<file path="src/rtl/gpio3_pkg.sv">
package gpio3_pkg;
  // Position of the slave-port mode bit inside the direction register
  localparam int unsigned MODE_BIT = 4;

  // Mask pin levels with the analog-select field: analog pins read as zero
  function automatic logic [2:0] mask_analog(input logic [2:0] lvl,
                                             input logic [2:0] ana);
    return lvl & ~ana;
  endfunction
endpackage

</file>
<file path="src/rtl/gpio3_sync.sv">
module gpio3_sync #(
  parameter int unsigned W      = 3,
  parameter int unsigned STAGES = 2
) (
  input  logic         clk,
  input  logic         rst,
  input  logic [W-1:0] d,
  output logic [W-1:0] q
);
  logic [W-1:0] stg [STAGES];

  always_ff @(posedge clk) begin
    if (rst) stg[0] <= '0;
    else     stg[0] <= d;
  end

  for (genvar s = 1; s < STAGES; s++) begin : g_stage
    always_ff @(posedge clk) begin
      if (rst) stg[s] <= '0;
      else     stg[s] <= stg[s-1];
    end
  end

  assign q = stg[STAGES-1];
endmodule

</file>
<file path="src/rtl/gpio3_regs.sv">
module gpio3_regs #(
  parameter int unsigned NPINS = 3
) (
  input  logic             clk,
  input  logic             rst,
  input  logic             wr_val_stb,
  input  logic             wr_dir_stb,
  input  logic [NPINS-1:0] val_in,
  input  logic [NPINS-1:0] dir_in,
  input  logic             mode_in,
  output logic [NPINS-1:0] val_q,
  output logic [NPINS-1:0] dir_q,
  output logic             mode_q
);
  // Output latch: deliberately outside reset, keeps its content across resets
  always_ff @(posedge clk) begin
    if (wr_val_stb) val_q <= val_in;
  end

  always_ff @(posedge clk) begin
    if (rst) begin
      dir_q  <= '1;
      mode_q <= 1'b0;
    end else if (wr_dir_stb) begin
      dir_q  <= dir_in;
      mode_q <= mode_in;
    end
  end
endmodule

</file>
<file path="src/rtl/gpio3_rdmux.sv">
module gpio3_rdmux
  import gpio3_pkg::*;
#(
  parameter int unsigned NPINS = 3,
  parameter int unsigned BUS_W = 8
) (
  input  logic             clk,
  input  logic             rst,
  input  logic             rd_sel,
  input  logic [NPINS-1:0] lvl_sync,
  input  logic [NPINS-1:0] ana_sel,
  input  logic [NPINS-1:0] dir_q,
  input  logic             mode_q,
  output logic [BUS_W-1:0] rdata
);
  logic [BUS_W-1:0] nxt;

  always_comb begin
    nxt = '0;
    if (rd_sel) begin
      nxt[NPINS-1:0] = dir_q;
      nxt[MODE_BIT]  = mode_q;
    end else begin
      nxt[NPINS-1:0] = mask_analog(lvl_sync, ana_sel);
    end
  end

  always_ff @(posedge clk) begin
    if (rst) rdata <= '0;
    else     rdata <= nxt;
  end
endmodule

</file>
<file path="src/rtl/gpio3_port.sv">
module gpio3_port
  import gpio3_pkg::*;
#(
  parameter int unsigned NPINS       = 3,
  parameter int unsigned BUS_W       = 8,
  parameter int unsigned SYNC_STAGES = 2
) (
  input  logic             clk,
  input  logic             rst,
  input  logic             wr_val_stb,
  input  logic             wr_dir_stb,
  input  logic             rd_sel,
  input  logic [BUS_W-1:0] wdata,
  output logic [BUS_W-1:0] rdata,
  input  logic [NPINS-1:0] pin_in,
  input  logic [NPINS-1:0] ana_sel,
  output logic [NPINS-1:0] pin_out,
  output logic [NPINS-1:0] pin_oe,
  output logic             slave_en,
  output logic [NPINS-1:0] slave_ctl
);
  logic [NPINS-1:0] val_q, dir_q, lvl_sync;
  logic             mode_q;

  gpio3_sync #(.W(NPINS), .STAGES(SYNC_STAGES)) u_sync (
    .clk(clk), .rst(rst), .d(pin_in), .q(lvl_sync)
  );

  gpio3_regs #(.NPINS(NPINS)) u_regs (
    .clk(clk), .rst(rst),
    .wr_val_stb(wr_val_stb), .wr_dir_stb(wr_dir_stb),
    .val_in(wdata[NPINS-1:0]), .dir_in(wdata[NPINS-1:0]),
    .mode_in(wdata[MODE_BIT]),
    .val_q(val_q), .dir_q(dir_q), .mode_q(mode_q)
  );

  gpio3_rdmux #(.NPINS(NPINS), .BUS_W(BUS_W)) u_rdmux (
    .clk(clk), .rst(rst), .rd_sel(rd_sel),
    .lvl_sync(lvl_sync), .ana_sel(ana_sel),
    .dir_q(dir_q), .mode_q(mode_q), .rdata(rdata)
  );

  // Drivers: direction bit alone decides, analog select does not intervene
  assign pin_out   = val_q;
  assign pin_oe    = mode_q ? '0 : ~dir_q;
  assign slave_en  = mode_q;
  assign slave_ctl = mode_q ? lvl_sync : '1;
endmodule

</file>
<file path="config.mk">
export PLATFORM = sky130hd
export DESIGN_NAME = gpio3_port
export DESIGN_NICKNAME = d
export VERILOG_FILES = /design/src/rtl/gpio3_pkg.sv /design/src/rtl/gpio3_sync.sv /design/src/rtl/gpio3_regs.sv /design/src/rtl/gpio3_rdmux.sv /design/src/rtl/gpio3_port.sv
export SDC_FILE = /design/constraint.sdc
export NUM_CORES = 1
export LEC_CHECK = 0
export BUFFER_PORTS_ARGS = -buffer_cell sky130_fd_sc_hd__buf_4
export CAP_MARGIN = 20
export CORE_MARGIN = 3
export CORE_UTILIZATION = 36
export CTS_CLUSTER_SIZE = 20
export DETAILED_ROUTE_END_ITERATION = 8
export GPL_TIMING_DRIVEN = 0
export PLACE_DENSITY = 0.72
export SLEW_MARGIN = 5
export SYNTH_ARGS = -nofsm -noshare
export SYNTH_HDL_FRONTEND = slang
export SYNTH_HIERARCHICAL = 1
export SYNTH_SLANG_ARGS = --single-unit
</file>
<file path="constraint.sdc">
create_clock -name clk -period 1.01 [get_ports clk]
set_clock_uncertainty 0.15 [all_clocks]
set_input_delay 0.202 -clock clk [delete_from_list [all_inputs] [get_ports clk]]
set_output_delay 0.202 -clock clk [all_outputs]
set_load 0.01 [all_outputs]
</file>
==> results.json <==
{
  "status": "finished, violations left",
  "violations": "negative setup slack",
  "crit_path_end": "pin_oe[0]",
  "cp_slowest_stage_delay_ns": 0.39,
  "nNetsFinal": 115,
  "stdcell_area_um2": 997,
  "grt_pass1_vias": 433,
  "avgViaCountPerCell": 4.42,
  "cts.sinks": 17,
  "placementRows": 14,
  "gp_congestion": 0.680,
  "clk_pin_slew_worst_paths_ns": 0.10,
  "syn_avg_cell_area_um2": 11.4,
  "critPathLaunchType": "register",
  "setup_ws_ns": -0.264,
  "cp_max_fo": 9,
  "clockBufferDepth": 2,
  "synth-warning-count": 6,
  "multiInputGateArea_um2": 208,
  "fp.dieH_um": 46.6,
  "grt_overflow": 0,
  "n_antenna_cell": 0,
  "grt_pass1_wl_um": 1750,
  "drv_cap": 0,
  "drc": 0,
  "routed_wl_um": 1230,
  "drv_slew": 0,
  "fillers": 125,
  "dp.cells": 99,
  "ys_seq_elements": 17,
  "cts_buffers": 3,
  "min_from": "rst",
  "hold_viol": 0,
  "grt_max_degree": 15,
  "antenna_left": 0,
  "power.density_nw_per_um2": 1350,
  "placed_area_um2": 835,
  "worst-path-buf-inv": 1,
  "synth_cell_types": 13,
  "layout-drive-gt1-share_pct": 47.4,
  "antenna_found_initial": 0,
  "period_share_pct": 126,
  "drtIter0Drc": 2,
  "cp.arrival_ns": 0.92,
  "dpl_worst_slack_ns": -0.0841,
  "synth_area_um2": 593,
  "p_leak_uw": 0.000468,
  "r2r-end": "u_rdmux/rdata[1]$_SDFF_PP0_",
  "num_vias": 491,
  "cp-startpoint": "u_regs/mode_q$_SDFFE_PP0P_",
  "start_util_pct": 38.9,
  "min_path_cells": 2,
  "track_usage_pct": 12.2,
  "drt_pre_antenna_iters": 2,
  "finalSetupViolations": 19,
  "root_buffer": "clkbuf_4",
  "final_cells": 111,
  "io_buffers": 28,
  "critPathTopFamily": "flip-flops",
  "min_period_ns": 1.27,
  "hp-class": "in2reg",
  "place_hpwl_um": 829,
  "dieArea_um2": 2170,
  "finalPower_uw": 1340,
  "timing.fmax_mhz": 785,
  "wl_per_cell_um": 11.0,
  "rrSetupSlack_ns": -0.01,
  "reg2reg_from": "u_sync/stg[1][1]$_SDFF_PP0_",
  "syn2layout_area_growth_pct": 68.1,
  "die_w_um": 46.6,
  "ff2ff_path_depth": 2,
  "core_um2": 1520,
  "synthCells": 52,
  "cp.required_ns": 0.66,
  "end_kind": "primary output",
  "ys_seq_area_share_pct": 62.4,
  "htreeDepth": 1,
  "crit_path_top_delay_cell": "dfxtp_4",
  "path_depth": 2,
  "grt_setup_unrepaired": "yes",
  "cts_tree": "yes",
  "crit_chain": "nor2_1 -> buf_4",
  "cts_setup_buffers": 0,
  "peakVddDrop_v": 0.000916,
  "regArea_um2": 382,
  "ios": 37,
  "clock_latency_ns": 0.28,
  "critPathKind": "reg2out"
}
-- sequential cells by signal, summed over array words and instances (netlist names) --
signal / count
u_rdmux/rdata: 4
u_regs/dir_q: 3
u_regs/mode_q: 1
u_regs/val_q: 3
u_sync/stg: 6
-- per-stage QoR --
stage / setup TNS [ns] / hold slack (ns) / util (%)
2_1_floorplan: 0 / 0.121 / -
3_3_place_gp: -0.590 / 0.245 / 54.8
3_5_place_dp: -0.599 / 0.246 / 54.8
4_1_cts: -2.94 / 0.00465 / 63.7
5_1_grt: -3.33 / 0.0273 / 65.4
6_report: -2.76 / 0.0137 / 65.4
-- report_power, final --
group | internal (uW) | switching (uW) | total, uW
clock network | 147 | 207 | 353
registers | 731 | 21.2 | 753
logic | 150 | 85.8 | 236
total | 1030 | 313 | 1340
-- cells by family (layout without fill, tap and decap cells) --
logic type,Yosys count,after routing,share of synthesized area [%]
AOI/OAI and AO/OA,6,6,6.96
and+or+nand+nor,23,23,23.2
muxes,1,1,1.69
DFF,17,17,62.4
buffers and inverters,4,44,5.06
other,1,4,0.632
-- cells in the mapped netlist --
| library cell | instances | area share [%] |
|---|---|---|
| a21oi_1 | 3 | 2.5 |
| nand2b_1 | 3 | 3.2 |
| nor2_1 | 4 | 2.5 |
| and3b_2 | 1 | 1.7 |
| conb_1 | 1 | 0.63 |
| a211o_1 | 3 | 4.4 |
| buf_4 | 4 | 5.1 |
| nor2b_1 | 9 | 9.5 |
| or3b_1 | 3 | 4.4 |
| nand2_1 | 3 | 1.9 |
| edfxtp_1 | 3 | 15 |
| dfxtp_1 | 14 | 47 |
| mux2i_1 | 1 | 1.7 |
-- routing by layer --
metal | up-vias | global-route usage (%) | part of all wire (%) | wire length (um)
met4 | 0 | 8.52 | 0 | 0
met3 | 0 | 3.52 | 6.4 | 78
met1 | 225 | 11.9 | 38 | 460
met2 | 16 | 21.4 | 56 | 687
li1 | 250 | - | - | -
met5 | - | 0 | 0 | 0
-- worst register-to-register path, delay by kind of cell (launching register included) --
family / cells / cell delay, ns
AND/OR/NAND/NOR: 1 / 0.36
flip-flops: 1 / 0.33
AO/OA/AOI/OAI: 1 / 0.13
-- cell type report --
| class | instances | area share [%] |
|---|---|---|
| Sequential cell | 17 | 38.3 |
| Timing Repair Buffer | 36 | 33.1 |
| Multi-Input combinational cell | 34 | 20.8 |
| Buffer | 4 | 3.01 |
| Clock buffer | 3 | 2.26 |
| Tap cell | 16 | 2.01 |
| Clock inverter | 1 | 0.502 |
-- timing repair --
item,4_1_cts,5_1_grt
hold endpoints to repair,13,6
hold buffers,8,3
cloned,0,0
gates resized for setup,10,10
endpoints found under the setup margin,17,21
pin swaps,3,1
-- cells in the final DEF, fill, tap and decap left out --
master          instances
nand2_1                 3
a21oi_2                 1
dfxtp_4                 1
buf_6                  10
and3b_2                 1
dlymetal6s4s_1          1
a211o_1                 3
nor2b_1                 9
edfxtp_1                3
conb_1                  4
buf_4                  22
clkinv_2                1
mux2i_1                 1
dlygate4sd3_1           7
nand2b_1                3
nor2_1                  4
clkbuf_4                3
dfxtp_1                 7
dfxtp_2                 6
a21oi_1                 2
or3b_1                  3
-- worst min-delay path by stage --
| stage | endpoint | slack [ns] |
|---|---|---|
| after floorplan | u_rdmux/rdata[0]$_SDFF_PP0_ | 0.12 |
| after global placement | u_regs/val_q[1]$_DFFE_PP_ | 0.24 |
| after detailed placement | u_regs/val_q[1]$_DFFE_PP_ | 0.25 |
| after CTS | u_rdmux/rdata[2]$_SDFF_PP0_ | 0.005 |
| final | u_rdmux/rdata[1]$_SDFF_PP0_ | 0.01 |
| after global routing | u_rdmux/rdata[0]$_SDFF_PP0_ | 0.03 |
No activity file was read; power rests on OpenSTA's default activity.
